$ cat src/rtl/sio_cfg_pkg.sv
package sio_cfg_pkg;

    localparam logic [7:0] KEY_ENTER   = 8'h87;
    localparam logic [7:0] KEY_EXIT    = 8'hAA;
    localparam logic [7:0] LOCKED_READ = 8'hFF;

    localparam logic [7:0] IDX_LDSEL   = 8'h07;
    localparam logic [7:0] IDX_DEV_HI  = 8'h20;
    localparam logic [7:0] IDX_DEV_LO  = 8'h21;
    localparam logic [7:0] IDX_REV     = 8'h22;
    localparam logic [7:0] IDX_VEND_HI = 8'h23;
    localparam logic [7:0] IDX_VEND_LO = 8'h24;
    localparam logic [7:0] IDX_ACT     = 8'h30;
    localparam logic [7:0] IDX_BASE_HI = 8'h60;
    localparam logic [7:0] IDX_BASE_LO = 8'h61;

    localparam logic [15:0] DEVICE_ID = 16'h0406;
    localparam logic [15:0] VENDOR_ID = 16'h1934;

    typedef enum logic [1:0] {
        LK_SHUT = 2'd0,
        LK_HALF = 2'd1,
        LK_OPEN = 2'd2
    } lock_state_t;

    typedef struct packed {
        logic       wr;
        logic       rd;
        logic       data_port;
        logic [7:0] byte_in;
    } host_op_t;

    // Identification lookup: {hit, value}
    function automatic logic [8:0] id_byte(input logic [7:0] idx, input logic [7:0] rev);
        case (idx)
            IDX_DEV_HI:  id_byte = {1'b1, DEVICE_ID[15:8]};
            IDX_DEV_LO:  id_byte = {1'b1, DEVICE_ID[7:0]};
            IDX_REV:     id_byte = {1'b1, rev};
            IDX_VEND_HI: id_byte = {1'b1, VENDOR_ID[15:8]};
            IDX_VEND_LO: id_byte = {1'b1, VENDOR_ID[7:0]};
            default:     id_byte = 9'h000;
        endcase
    endfunction

endpackage

$ cat src/rtl/sio_key_fsm.sv
module sio_key_fsm
    import sio_cfg_pkg::*;
(
    input  logic       clk,
    input  logic       rst,
    input  logic       idx_wr,
    input  logic [7:0] wdata,
    output logic       unlocked
);

    lock_state_t st_q;

    always_ff @(posedge clk) begin
        if (rst) begin
            st_q <= LK_SHUT;
        end else if (idx_wr) begin
            case (st_q)
                LK_SHUT: if (wdata == KEY_ENTER) st_q <= LK_HALF;
                LK_HALF: st_q <= (wdata == KEY_ENTER) ? LK_OPEN : LK_SHUT;
                LK_OPEN: if (wdata == KEY_EXIT) st_q <= LK_SHUT;
                default: st_q <= LK_SHUT;
            endcase
        end
    end

    assign unlocked = (st_q == LK_OPEN);

    AST_KEY_SINGLE: assert property (@(posedge clk) disable iff (rst)
        (st_q == LK_HALF && idx_wr && wdata != KEY_ENTER) |=> !unlocked)
        else $error("broken key sequence unlocked");

    AST_KEY_EXIT: assert property (@(posedge clk) disable iff (rst)
        (unlocked && idx_wr && wdata == KEY_EXIT) |=> !unlocked)
        else $error("exit byte did not lock");

    AST_KEY_DOUBLE: assert property (@(posedge clk) disable iff (rst)
        (st_q == LK_HALF && idx_wr && wdata == KEY_ENTER) |=> unlocked)
        else $error("double key did not unlock");

endmodule

$ cat src/rtl/sio_ldev_bank.sv
module sio_ldev_bank
    import sio_cfg_pkg::*;
#(
    parameter int NUM_LDEV = 8,
    parameter int HWM_LDEV = 4
) (
    input  logic        clk,
    input  logic        rst,
    input  logic        data_wr,
    input  logic [7:0]  idx,
    input  logic [7:0]  ldsel,
    input  logic [7:0]  wdata,
    output logic        sel_act,
    output logic [15:0] sel_base,
    output logic        hwm_active,
    output logic [15:0] hwm_base
);

    localparam int LDW = (NUM_LDEV > 1) ? $clog2(NUM_LDEV) : 1;

    logic [NUM_LDEV-1:0] act_q;
    logic [15:0]         base_q [NUM_LDEV];
    logic                sel_valid;

    assign sel_valid = (ldsel < 8'(NUM_LDEV));

    for (genvar g = 0; g < NUM_LDEV; g++) begin : g_ldev
        logic hit;
        assign hit = data_wr && (ldsel == 8'(g));
        always_ff @(posedge clk) begin
            if (rst) begin
                act_q[g]  <= 1'b0;
                base_q[g] <= 16'h0000;
            end else if (hit) begin
                if (idx == IDX_ACT)     act_q[g]        <= wdata[0];
                if (idx == IDX_BASE_HI) base_q[g][15:8] <= wdata;
                if (idx == IDX_BASE_LO) base_q[g][7:0]  <= wdata;
            end
        end
    end

    always_comb begin
        sel_act  = 1'b0;
        sel_base = 16'h0000;
        if (sel_valid) begin
            sel_act  = act_q[ldsel[LDW-1:0]];
            sel_base = base_q[ldsel[LDW-1:0]];
        end
    end

    assign hwm_active = act_q[HWM_LDEV];
    assign hwm_base   = base_q[HWM_LDEV];

    AST_BANK_ISOLATE: assert property (@(posedge clk) disable iff (rst)
        (data_wr && ldsel != 8'(HWM_LDEV)) |=> ($stable(hwm_base) && $stable(hwm_active)))
        else $error("write to other device changed monitor outputs");

endmodule

$ cat src/rtl/sio_cfg_port.sv
module sio_cfg_port
    import sio_cfg_pkg::*;
#(
    parameter int         NUM_LDEV = 8,
    parameter int         HWM_LDEV = 4,
    parameter logic [7:0] DEV_REV  = 8'h11
) (
    input  logic        clk,
    input  logic        rst,
    input  logic        wr_en,
    input  logic        rd_en,
    input  logic        port_sel,
    input  logic [7:0]  wdata,
    output logic [7:0]  rdata,
    output logic        hwm_active,
    output logic [15:0] hwm_base
);

    host_op_t   op;
    logic       unlocked;
    logic [7:0] idx_q;
    logic [7:0] ldsel_q;
    logic [7:0] rdata_q;
    logic [7:0] rd_val;
    logic       sel_act;
    logic [15:0] sel_base;
    logic [8:0] id_hit;
    logic       data_wr;

    assign op = '{wr: wr_en, rd: rd_en, data_port: port_sel, byte_in: wdata};

    sio_key_fsm u_key (
        .clk      (clk),
        .rst      (rst),
        .idx_wr   (op.wr && !op.data_port),
        .wdata    (op.byte_in),
        .unlocked (unlocked)
    );

    assign data_wr = op.wr && op.data_port && unlocked;

    always_ff @(posedge clk) begin
        if (rst) begin
            idx_q   <= 8'h00;
            ldsel_q <= 8'h00;
        end else begin
            if (op.wr && !op.data_port && unlocked && op.byte_in != KEY_EXIT)
                idx_q <= op.byte_in;
            if (data_wr && idx_q == IDX_LDSEL)
                ldsel_q <= op.byte_in;
        end
    end

    sio_ldev_bank #(
        .NUM_LDEV (NUM_LDEV),
        .HWM_LDEV (HWM_LDEV)
    ) u_bank (
        .clk        (clk),
        .rst        (rst),
        .data_wr    (data_wr),
        .idx        (idx_q),
        .ldsel      (ldsel_q),
        .wdata      (op.byte_in),
        .sel_act    (sel_act),
        .sel_base   (sel_base),
        .hwm_active (hwm_active),
        .hwm_base   (hwm_base)
    );

    assign id_hit = id_byte(idx_q, DEV_REV);

    always_comb begin
        if (!unlocked) begin
            rd_val = LOCKED_READ;
        end else if (!op.data_port) begin
            rd_val = idx_q;
        end else begin
            case (idx_q)
                IDX_LDSEL:   rd_val = ldsel_q;
                IDX_ACT:     rd_val = {7'b0, sel_act};
                IDX_BASE_HI: rd_val = sel_base[15:8];
                IDX_BASE_LO: rd_val = sel_base[7:0];
                default:     rd_val = id_hit[8] ? id_hit[7:0] : 8'h00;
            endcase
        end
    end

    always_ff @(posedge clk) begin
        if (rst)        rdata_q <= 8'h00;
        else if (op.rd) rdata_q <= rd_val;
    end

    assign rdata = rdata_q;

    AST_LOCKED_READ: assert property (@(posedge clk) disable iff (rst)
        (rd_en && !unlocked) |=> (rdata == LOCKED_READ))
        else $error("locked read not 0xFF");

    AST_LOCKED_NOWRITE: assert property (@(posedge clk) disable iff (rst)
        (wr_en && port_sel && !unlocked) |=> ($stable(hwm_base) && $stable(hwm_active)))
        else $error("locked write changed state");

    AST_RDATA_HOLD: assert property (@(posedge clk) disable iff (rst)
        !rd_en |=> $stable(rdata))
        else $error("rdata moved without read");

    AST_VENDOR_HI: assert property (@(posedge clk) disable iff (rst)
        (rd_en && port_sel && unlocked && idx_q == IDX_VEND_HI) |=> (rdata == 8'h19))
        else $error("vendor id high byte wrong");

endmodule

$ cat config.mk
export PLATFORM = sky130hd
export DESIGN_NAME = sio_cfg_port
export DESIGN_NICKNAME = d
export VERILOG_FILES = /design/src/rtl/sio_cfg_pkg.sv /design/src/rtl/sio_key_fsm.sv /design/src/rtl/sio_ldev_bank.sv /design/src/rtl/sio_cfg_port.sv
export SDC_FILE = /design/constraint.sdc
export NUM_CORES = 1
export LEC_CHECK = 0
export ABC_AREA = 1
export BUFFER_PORTS_ARGS = -buffer_cell sky130_fd_sc_hd__clkbuf_2
export CAP_MARGIN = 5
export CORE_UTILIZATION = 60
export DETAILED_ROUTE_END_ITERATION = 10
export PLACE_DENSITY = 0.78
export SETUP_SLACK_MARGIN = 0.3
export SYNTH_ARGS = -nofsm -noshare
export SYNTH_HDL_FRONTEND = slang
export SYNTH_HIERARCHICAL = 1
export SYNTH_SLANG_ARGS = --single-unit
$ cat constraint.sdc
create_clock -name clk -period 2.9 [get_ports clk]
set_input_delay 0.29 -clock clk [delete_from_list [all_inputs] [get_ports clk]]
set_output_delay 0.29 -clock clk [all_outputs]
set_load 0.05 [all_outputs]
==> metrics.yaml, run 1 <==
setup_viol: 0
start_kind: "flip-flop"
drv_cap: 0
start_util_pct: 62.60
vias_per_cell: 5.657
ir_worst_vdd_mv: 0.3894
cts_hold_buffers: 0
postSynthAreaPerCell_sq_um: 8.620
fp.dieArea_sq_um: 14510
placed_cells: 1164
antenna_found_initial: 0
rows: 42
io_buffer_count: 37
top_layer: "met4"
p_leak_uw: 0.003888
met1Wirelength_microns: 9034
slew_violations: 0
grt_pass1_wl_microns: 33620
drive_gt1_share_pct: 18.24
status: "finished, final reports clean"
ys_ff_latch: 162
fmax_mhz: 424.3
synthesis.area_sq_um: 8422
clk_pin_slew_ns: 0.06
die_x_microns: 120.5
synth_top_area_cell: "edfxtp_1"
p_per_area_nw_per_um2: 543.1
clk_latency_ns: 0.43
design_area_sq_um: 9298
rsz0062_at_grt: "no"
drt_iter0_markers: 858
crit_top_cell: "nand2_1"
synth.distinct_cells: 36
route.met2.wl_microns: 9726
synth_top_flop_cell: "edfxtp_1"
drtPass1Iterations: 6
synthCells: 977
yosysSeqAreaShare_pct: 53.72
grt_remaining_overflow: 0
critPathMaxStageDelay_ns: 0.38
dp_hpwl_microns: 14150
async_flop_share_pct: 0
drc: 0
fin_cells: 1196
fin_hold_ws_ns: 0.1939
finalCritPeriodShare_pct: 81.27
slowest_stage: "dfxtp_1"
final_nets: 1020
synth_top_area_share_pct: 45.64
io_pins: 38
yosysWarnings: 6
dr_total_vias: 6766
finClkSkew_ns: 0.005036
tightest_slew_ns: 1.026
hold_path_class: "input pin to flip-flop"
critPathKind: "flip-flop to flip-flop"
synth_most_common_cell: "nor2_1"
htreeDepth: 4
grtUsageTotal_pct: 31.12
clockBufferDepth: 2
totalWireLength_microns: 21450
fin_setup_tns_ns: 0
cp.arrival_ns: 2.45
ant_nets: 0
synth_commonest_cells: "nor2_1, nand2_1, edfxtp_1"
first_global_vias: 6342
tritoncts: "built"
gp_congestion: 0.9457
cp_cell_sequence: "inv_2, nor2_1, nand2_1, nor2_4, nand3_1, nor2_4, inv_4, nor2_8, nand2_1, nand2_1"
cts.sinks: 162
core_sq_um: 13450
critPathRequiredTime_ns: 2.99
fin_crit_ns: 2.357
grt_start_max_net_pins: 41
cp_max_fo: 8
wl_per_cell_microns: 17.93
die_h_microns: 120.5
area_growth_pct: 10.40
route.met3.wl_microns: 1858
finalHoldViolCount: 0
n_antenna_cell: 0
cts_buffers: 17
synth_nets: 990
synth_edf_count: 128
cts-root-buf: "clkbuf_16"
dpl-instance-area_sq_um: 8717
worst_slew_margin_rel_pct: 31.49
ys_top_cells_by_area: "edfxtp_1, nor2_1, dfxtp_1"
critPathCaptureType: "flip-flop"
layout by cell type (no fill, tap or decap), types with 2 or more instances in the layout:
| cell | instances |
|---|---|
| a21oi_1 | 30 |
| a21oi_2 | 5 |
| buf_4 | 12 |
| bufinv_16 | 2 |
| clkbuf_16 | 17 |
| clkbuf_2 | 37 |
| clkinv_1 | 5 |
| clkinv_4 | 4 |
| clkinvlp_4 | 2 |
| dfxtp_1 | 33 |
| edfxtp_1 | 128 |
| inv_1 | 66 |
| inv_2 | 12 |
| nand2_1 | 179 |
| nand2_2 | 12 |
| nand2_4 | 4 |
| nand3_1 | 31 |
| nand3_2 | 15 |
| nand3_4 | 5 |
| nand4_1 | 13 |
| nand4_2 | 2 |
| nor2_1 | 291 |
| nor2_2 | 32 |
| nor2_4 | 10 |
| nor2_8 | 6 |
| nor3_1 | 3 |
| nor3_4 | 4 |
| o21ai_0 | 32 |
| o21ai_1 | 3 |
| o22ai_1 | 16 |
flip-flops by register name, indices dropped and copies added, names as in the netlist:
register and cells:
u_key/st_q 2, u_bank/act_q 7, u_bank/base_q 128, idx_q 8
ldsel_q 8, u_bank/hwm_active 1, rdata 8
repair_timing:
item / CTS / global route
setup endpoints to repair: 0 / 25
gates resized for setup: 0 / 3
setup buffers: 0 / 0
metrics by stage:
step	setup WS (ns)	utilization (%)	power, uW
floorplan	0.4817	-	2812
detailed placement	0.5176	64.80	2910
CTS	0.4689	69.02	5050
global placement	0.5973	64.80	2905
global route	0.3722	69.11	5165
finish	0.5433	69.11	5050
final timing paths:
kind	startpoint	to	slack, ns	cells after the start
worst min-delay path	wdata[6]	ldsel_q[6]	0.19	3
worst min register to register	u_bank/act_q[3]	u_bank/act_q[3]	0.50	2
worst max register to register	u_key/st_q[1]	u_bank/base_q[1][12]	0.54	10
worst max-delay path	u_key/st_q[1]	u_bank/base_q[1][12]	0.54	10
area by class of cell:
class                           count  area [sq um]
Timing Repair Buffer               49         275.3
Inverter                           80         302.8
Fill cell                        1088          4155
Clock inverter                     14         138.9
Multi-Input combinational cell    697          3406
Sequential cell                   162          4526
Tap cell                          176         220.2
Clock buffer                       18         429.2
power breakdown:
| part | total [uW] | switching [uW] | internal [uW] | leakage (uW) |
|---|---|---|---|---|
| Clock | 2180 | 923 | 1260 | 0.000270 |
| Combinational | 276 | 227 | 48.3 | 0.00202 |
| Sequential | 2590 | 25.1 | 2570 | 0.00160 |
critical path, delay by kind of cell (launching register included):
family	cells	cell delay [ns]
buf+inv	2	0.14
flops	1	0.38
simple gates	8	1.49
cells by family (layout without fill, tap and decap cells):
logic type / Yosys count / in the layout / share of synthesized area (%)
AOI/OAI and AO/OA: 89 / 89 / 5.957
buffers and inverters: 118 / 161 / 5.972
DFF: 162 / 162 / 53.72
and+or+nand+nor: 608 / 608 / 34.35
routing by layer:
metal / vias to the layer above / GRT usage [%]
met4: 0 / 15.28
met3: 51 / 6.415
met5: - / 0
li1: 3234 / -
met2: 357 / 47.95
met1: 3124 / 42.03
Note: power is estimated with default switching activity, not from simulation.
==> inputs of run 2 (changes only) <==
==> constraint.sdc (replaced) <==
create_clock -name clk -period 2.2 [get_ports clk]
set_input_delay 0.22 -clock clk [delete_from_list [all_inputs] [get_ports clk]]
set_output_delay 0.22 -clock clk [all_outputs]
set_load 0.05 [all_outputs]
==> run 2 against run 1 <==
Net effect: routed wire length up 12%; final area up 8.1%; critical path type unchanged; cell count up 3.9%; maximum frequency up 22%; sequential share of layout area down 3.6 points; clock power up 28%; via count up 7.3%; hold slack worse by 0.060 ns; critical path depth up 2.
==> metrics.yaml, run 2 (synthesis results as in run 1) <==
grt_remaining_overflow: 0  # unchanged
area_growth_pct: 19.30
cts_buffers: 17  # unchanged
critPathRequiredTime_ns: 2.51  # -0.48 ns
die_x_microns: 120.5  # unchanged
ir_worst_vdd_mv: 0.4845  # +24%
design_area_sq_um: 10050  # +8.1%
rsz0062_at_grt: "yes"
finalCritPeriodShare_pct: 87.95  # +6.7 points
reg2reg_slack_ns: 0.27  # -0.28 ns
final_nets: 1067  # +4.6%
drive_gt1_share_pct: 25.68  # +7.4 points
clock_power_share_pct: 42.2  # -1.0 points
dp_slack_ns: 0.1779  # -0.3396 ns
slew_violations: 0  # unchanged
htreeDepth: 4  # unchanged
tritoncts: "built"
grt_start_max_net_pins: 36  # -12%
critPathKind: "flip-flop to flip-flop"
tightest_slew_ns: 0.7304  # -0.2961 ns
crit_family: "simple AND/OR/NAND/NOR gates"
regMostFlops: "u_bank/base_q"
antenna_found_initial: 0  # unchanged
placed_cells: 1180  # +1.4%
pwr-share-seq_pct: 51.7  # +0.4 points
worst_slew_margin_rel_pct: 51.23  # +20 points
finClkSkew_ns: 0.007610  # +0.002574 ns
gp_congestion: 0.9489  # +0.34%
die_h_microns: 120.5  # unchanged
drv_cap: 0  # unchanged
critPathCaptureType: "flip-flop"
p_leak_uw: 0.004239  # +9.0%
largest_reg_flops: 128  # unchanged
fin_cells: 1243  # +3.9%
cp.arrival_ns: 2.25  # -0.20 ns
swShare_pct: 23.11  # -0.17 points
setup_viol: 0  # unchanged
drt_iter0_markers: 998  # +16%
cp_max_fo: 16  # +8
final_cell_mix: "nor2_1, nand2_1, edfxtp_1"
hold_path_class: "input pin to flip-flop"
grtUsageMet1_pct: 42.73  # +0.70 points
io_buffer_count: 37  # unchanged
internal_power_uw: 5089  # +31%
dr_total_vias: 7263  # +7.3%
critPathLaunch: "ldsel_q[0]"
critPathBufInv: 3  # +1
busiest_layer: "met2"
reg2reg_from: "ldsel_q[0]"
fmax_mhz: 516.8  # +22%
fp.dieArea_sq_um: 14510  # unchanged
ant_nets: 0  # unchanged
wl_per_cell_microns: 19.37  # +8.0%
finalHoldViolCount: 0  # unchanged
min-delay-start: "wdata[6]"
clk_pin_slew_ns: 0.06  # about the same
io_pins: 38  # unchanged
p_per_area_nw_per_um2: 658.7  # +21%
layout_commonest_cell: "nor2_1"
fin_setup_tns_ns: 0  # unchanged
grt_pass1_wl_microns: 34630  # +3.0%
clk_latency_ns: 0.43  # about the same
grtUsageTotal_pct: 32.67  # +1.5 points
crit_top_cell: "nor2_1"
vias_per_cell: 5.843  # +3.3%
n_antenna_cell: 0  # unchanged
use_met2_pct: 50.54  # +2.6 points
cts_hold_buffers: 0  # unchanged
start_kind: "flip-flop"
core_sq_um: 13450  # unchanged
comb_power_share_pct: 6.1  # +0.6 points
clockBufferDepth: 2  # unchanged
grtUsageMet3_pct: 7.830  # +1.4 points
dp_hpwl_microns: 15280  # +8.0%
critPathMaxStageDelay_ns: 0.37  # about the same
cp_cell_sequence: "buf_8, inv_2, nand2_4, buf_8, o21ai_0, nor2_1, nor2_1, nor2_1, nand2_1, nand3_1, nand2_1, a21oi_2"
drc: 0  # unchanged
start_util_pct: 62.60  # unchanged
totalWireLength_microns: 24080  # +12%
p_sw_uw: 1529  # +30%
first_global_vias: 6501  # +2.5%
dpl-instance-area_sq_um: 8927  # +2.4%
slowest_stage: "dfxtp_4"
status: "finished, final reports clean"
rows: 42  # unchanged
cts.sinks: 162  # unchanged
cts-root-buf: "clkbuf_16"
fin_crit_ns: 1.935  # -0.4218 ns
drtPass1Iterations: 6  # unchanged
fin_ws_ns: 0.2651  # -0.2782 ns
## run 2: through the flow
stage / utilization (%) / hold WS, ns / power [uW]
2_1_floorplan: - / 0.3786 / 3713
4_1_cts: 71.56 / 0.1160 / 6595
5_1_grt: 74.68 / 0.1418 / 6764
3_3_place_gp: 66.36 / 0.4627 / 3855
3_5_place_dp: 66.36 / 0.4818 / 3860
6_report: 74.68 / 0.1337 / 6618
## run 2: area by class of cell
cell class | instances | area, sq um
flip-flops and latches | 162 | 4532
multi-input cells | 697 | 3643
fillers | 958 | 3406
repair buffers | 96 | 788.3
clock buffers | 24 | 471.7
inverters | 80 | 312.8
well taps | 176 | 220.2
clock inverters | 8 | 78.83
## run 2: metal layers
metal / routed length, microns / vias up
li1: - / 3333
met5: 0 / -
met4: 1259 / 0
met3: 2441 / 89
met1: 9004 / 3397
met2: 11380 / 444
## run 2: worst paths after layout
| check | cells past startpoint | endpoint |
|---|---|---|
| max | 12 | rdata[6] |
| min | 3 | ldsel_q[6] |
| max reg2reg | 12 | rdata[6] |
| min reg2reg | 2 | ldsel_q[5] |
## run 2: power groups by stage
stage / Clock [uW] / Sequential [uW] / Combinational (uW)
2_1_floorplan: 0 / 3550 / 167
3_3_place_gp: 0 / 3480 / 375
3_5_place_dp: 0 / 3480 / 377
4_1_cts: 2790 / 3420 / 385
5_1_grt: 2910 / 3430 / 428
6_report: 2790 / 3420 / 406
## run 2: tightest hold or removal path, cell delays in order
cell and delay, ns:
clkbuf_2 0.13, nand3_1 0.10, a21oi_1 0.06
## run 2: what timing repair did
item                       4_1_cts  5_1_grt
gates resized for setup         22       47
gates cloned                     1        2
setup endpoints to repair      135      209
setup buffers                    4       24
pin swaps                        5       18
==> inputs of run 3 (changes only) <==
--- a/config.mk
+++ b/config.mk
@@ -14,5 +14,4 @@
 export SETUP_SLACK_MARGIN = 0.3
 export SYNTH_ARGS = -nofsm -noshare
 export SYNTH_HDL_FRONTEND = slang
-export SYNTH_HIERARCHICAL = 1
 export SYNTH_SLANG_ARGS = --single-unit
==> run 3 against run 2 <==
Net effect: clock power rose by 6%; flip-flop and latch count grew 3; global-route usage rose by 0.82 points; register-to-register slack better by 0.04 ns; sequential share of layout area is 4.6 points higher; synthesized area fell by 5.3%; synthesized cell count is 7.9% lower; hold slack got worse by 0.020 ns; clock skew down 0.00064 ns; count of clock-buffer cells in the layout rose by 2; die area shrank 5.2%; largest cell class unchanged; largest power group unchanged.
==> metrics.yaml, run 3 <==
synth_commonest_cells: "nand2_1, nor2_1, edfxtp_1"
pwr-share-seq_pct: 51.0  # -0.7 points
grt_start_max_net_pins: 44  # +22%
io_pins: 38  # unchanged
fmax_mhz: 528.1  # +2.2%
fin_setup_tns_ns: 0  # unchanged
finalCritPeriodShare_pct: 86.08  # -1.9 points
yosysWarnings: 0  # -6
p_per_area_nw_per_um2: 736.4  # +12%
synth_edf_count: 128  # unchanged
dr_total_vias: 6698  # -7.8%
dp_hpwl_microns: 14180  # -7.2%
antenna_found_initial: 0  # unchanged
rsz0062_at_grt: "yes"
dpl-instance-area_sq_um: 8482  # -5.0%
synth_top_area_cell: "edfxtp_1"
finClkSkew_ns: 0.006967  # -0.0006427 ns
p_leak_uw: 0.003705  # -13%
tritoncts: "built"
drc: 0  # unchanged
largest_reg_flops: 128  # unchanged
regMostFlops: "u_bank.base_q"
drv_cap: 0  # unchanged
async_flop_share_pct: 0  # unchanged
core_sq_um: 12770  # -5.1%
synth_top_flop_cell: "edfxtp_1"
n_antenna_cell: 0  # unchanged
grt_remaining_overflow: 0  # unchanged
cp_max_fo: 10  # -6
cts-root-buf: "clkbuf_16"
critPathCaptureType: "flip-flop"
synthesis.area_sq_um: 7974  # -5.3%
vias_per_cell: 5.891  # +0.82%
cts.sinks: 165  # +1.9%
wl_per_cell_microns: 19.11  # -1.4%
hold_path_class: "input pin to flip-flop"
critPathBufInv: 3  # unchanged
ys_top_cells_by_area: "edfxtp_1, nand2_1, dfxtp_1"
synth_nets: 913  # -7.8%
ir_worst_vdd_mv: 0.4025  # -17%
clk_latency_ns: 0.44  # about the same
swShare_pct: 22.45  # -0.66 points
postSynthAreaPerCell_sq_um: 8.860  # +2.8%
drtPass1Iterations: 6  # unchanged
critPathKind: "flip-flop to flip-flop"
clock_power_share_pct: 43.5  # +1.3 points
die_h_microns: 117.3  # -2.7%
drt_iter0_markers: 893  # -11%
ys_ff_latch: 165  # +1.9%
final_nets: 965  # -9.6%
synth.distinct_cells: 33  # -8.3%
internal_power_uw: 5279  # +3.7%
critPathMaxStageDelay_ns: 0.37  # about the same
slew_violations: 0  # unchanged
final_cell_mix: "nand2_1, nor2_1, edfxtp_1"
grtUsageTotal_pct: 33.48  # +0.82 points
fp.dieArea_sq_um: 13750  # -5.2%
comb_power_share_pct: 5.6  # -0.5 points
drive_gt1_share_pct: 16.99  # -8.7 points
ant_nets: 0  # unchanged
synth_most_common_cell: "nand2_1"
fin_crit_ns: 1.894  # -0.04118 ns
clockBufferDepth: 2  # unchanged
grt_pass1_wl_microns: 32860  # -5.1%
critPathRequiredTime_ns: 2.34  # -0.17 ns
design_area_sq_um: 9244  # -8.0%
fin_hold_ws_ns: 0.1136  # -0.02007 ns
cts_hold_buffers: 0  # unchanged
start_kind: "flip-flop"
gp_congestion: 0.9403  # -0.91%
start_util_pct: 62.43  # -0.18 points
cp_cell_sequence: "inv_1, nand2_1, nor3_4, nand2_2, buf_4, o21ai_1, buf_4"
yosysSeqAreaShare_pct: 57.49  # +3.8 points
tightest_slew_ns: 0.7776  # +0.04721 ns
synthCells: 900  # -7.9%
layout_commonest_cell: "nand2_1"
area_growth_pct: 15.93
cts_buffers: 17  # unchanged
clk_pin_slew_ns: 0.06  # about the same
setup_viol: 0  # unchanged
htreeDepth: 4  # unchanged
slowest_stage: "dfxtp_1"
worst_slew_margin_rel_pct: 48.10  # -3.1 points
p_sw_uw: 1528  # about the same
io_buffer_count: 37  # unchanged
finalHoldViolCount: 0  # unchanged
rows: 41  # -2.4%
synth_top_area_share_pct: 48.20  # +2.6 points
die_x_microns: 117.3  # -2.7%
totalWireLength_microns: 21730  # -9.8%
crit_family: "buffers and inverters"
first_global_vias: 6043  # -7.0%
crit_top_cell: "buf_4"
cp.arrival_ns: 2.04  # -0.21 ns
status: "finished, final reports clean"
## run 3: cell types whose count changed after synthesis, sizes merged, moves of 7 or more
cell / delta
nand3: +55
clkbuf: +12
nand2: +28
nor2: -170
nor3: +7
inv: -28
o22ai: -16
o21ai: +18
## run 3: repair_timing
action	4_1_cts	5_1_grt
setup endpoints to repair	70	182
gates cloned	0	0
pin swaps	2	9
gates resized for setup	4	29
buffers inserted	2	5
## run 3: final timing paths
path / end / slack, ns / cells past startpoint / startpoint
setup / recovery: u_bank.base_q[5][7] / 0.31 / 7 / idx_q[4]
hold / removal: idx_q[6] / 0.11 / 3 / wdata[6]
setup reg to reg: u_bank.base_q[5][7] / 0.31 / 7 / idx_q[4]
hold reg to reg: u_bank.act_q[0] / 0.45 / 2 / u_bank.act_q[0]
## run 3: cell type report
cell class / instances / area, sq um
Multi-Input combinational cell: 634 / 3068
Clock inverter: 6 / 65.06
Timing Repair Buffer: 80 / 573.1
Inverter: 54 / 210.2
Fill cell: 873 / 3530
Tap cell: 172 / 215.2
Sequential cell: 165 / 4591
Clock buffer: 26 / 521.8
## run 3: metrics by stage
step / instances / total power [uW] / utilization (%) / setup slack [ns]
after floorplan: 900 / 3747 / - / 0.09129
after detailed placement: 1098 / 3899 / 66.40 / 0.1457
after CTS: 1132 / 6794 / 71.20 / 0.3027
final: 1137 / 6807 / 72.37 / 0.3063
after global routing: 1137 / 6955 / 72.37 / 0.2704
after global placement: 1098 / 3894 / 66.40 / 0.1694
## run 3: power groups by stage
stage / clock network, uW / logic, uW / registers, uW
2_1_floorplan: 0 / 143 / 3600
3_3_place_gp: 0 / 361 / 3530
3_5_place_dp: 0 / 363 / 3540
4_1_cts: 2960 / 366 / 3470
5_1_grt: 3070 / 403 / 3480
6_report: 2960 / 379 / 3470
## run 3: per-layer routing
layer / routed length (microns) / global-route usage, % / up-vias
li1: - / - / 3138
met5: 0 / 0 / -
met1: 8605 / 44.89 / 3052
met4: 843 / 15.61 / 0
met2: 10240 / 52.35 / 428
met3: 2040 / 7.158 / 80
## run 3: tightest hold or removal path, stage by stage
cell and delay (ns):
clkbuf_2 0.10, o21ai_0 0.08, a21oi_1 0.10
## run 3: cells by family after synthesis
group,share of synthesized area (%)
DFF,57.49
buffers and inverters,5.257
and+or+nand+nor,30.57
AOI/OAI and AO/OA,6.684
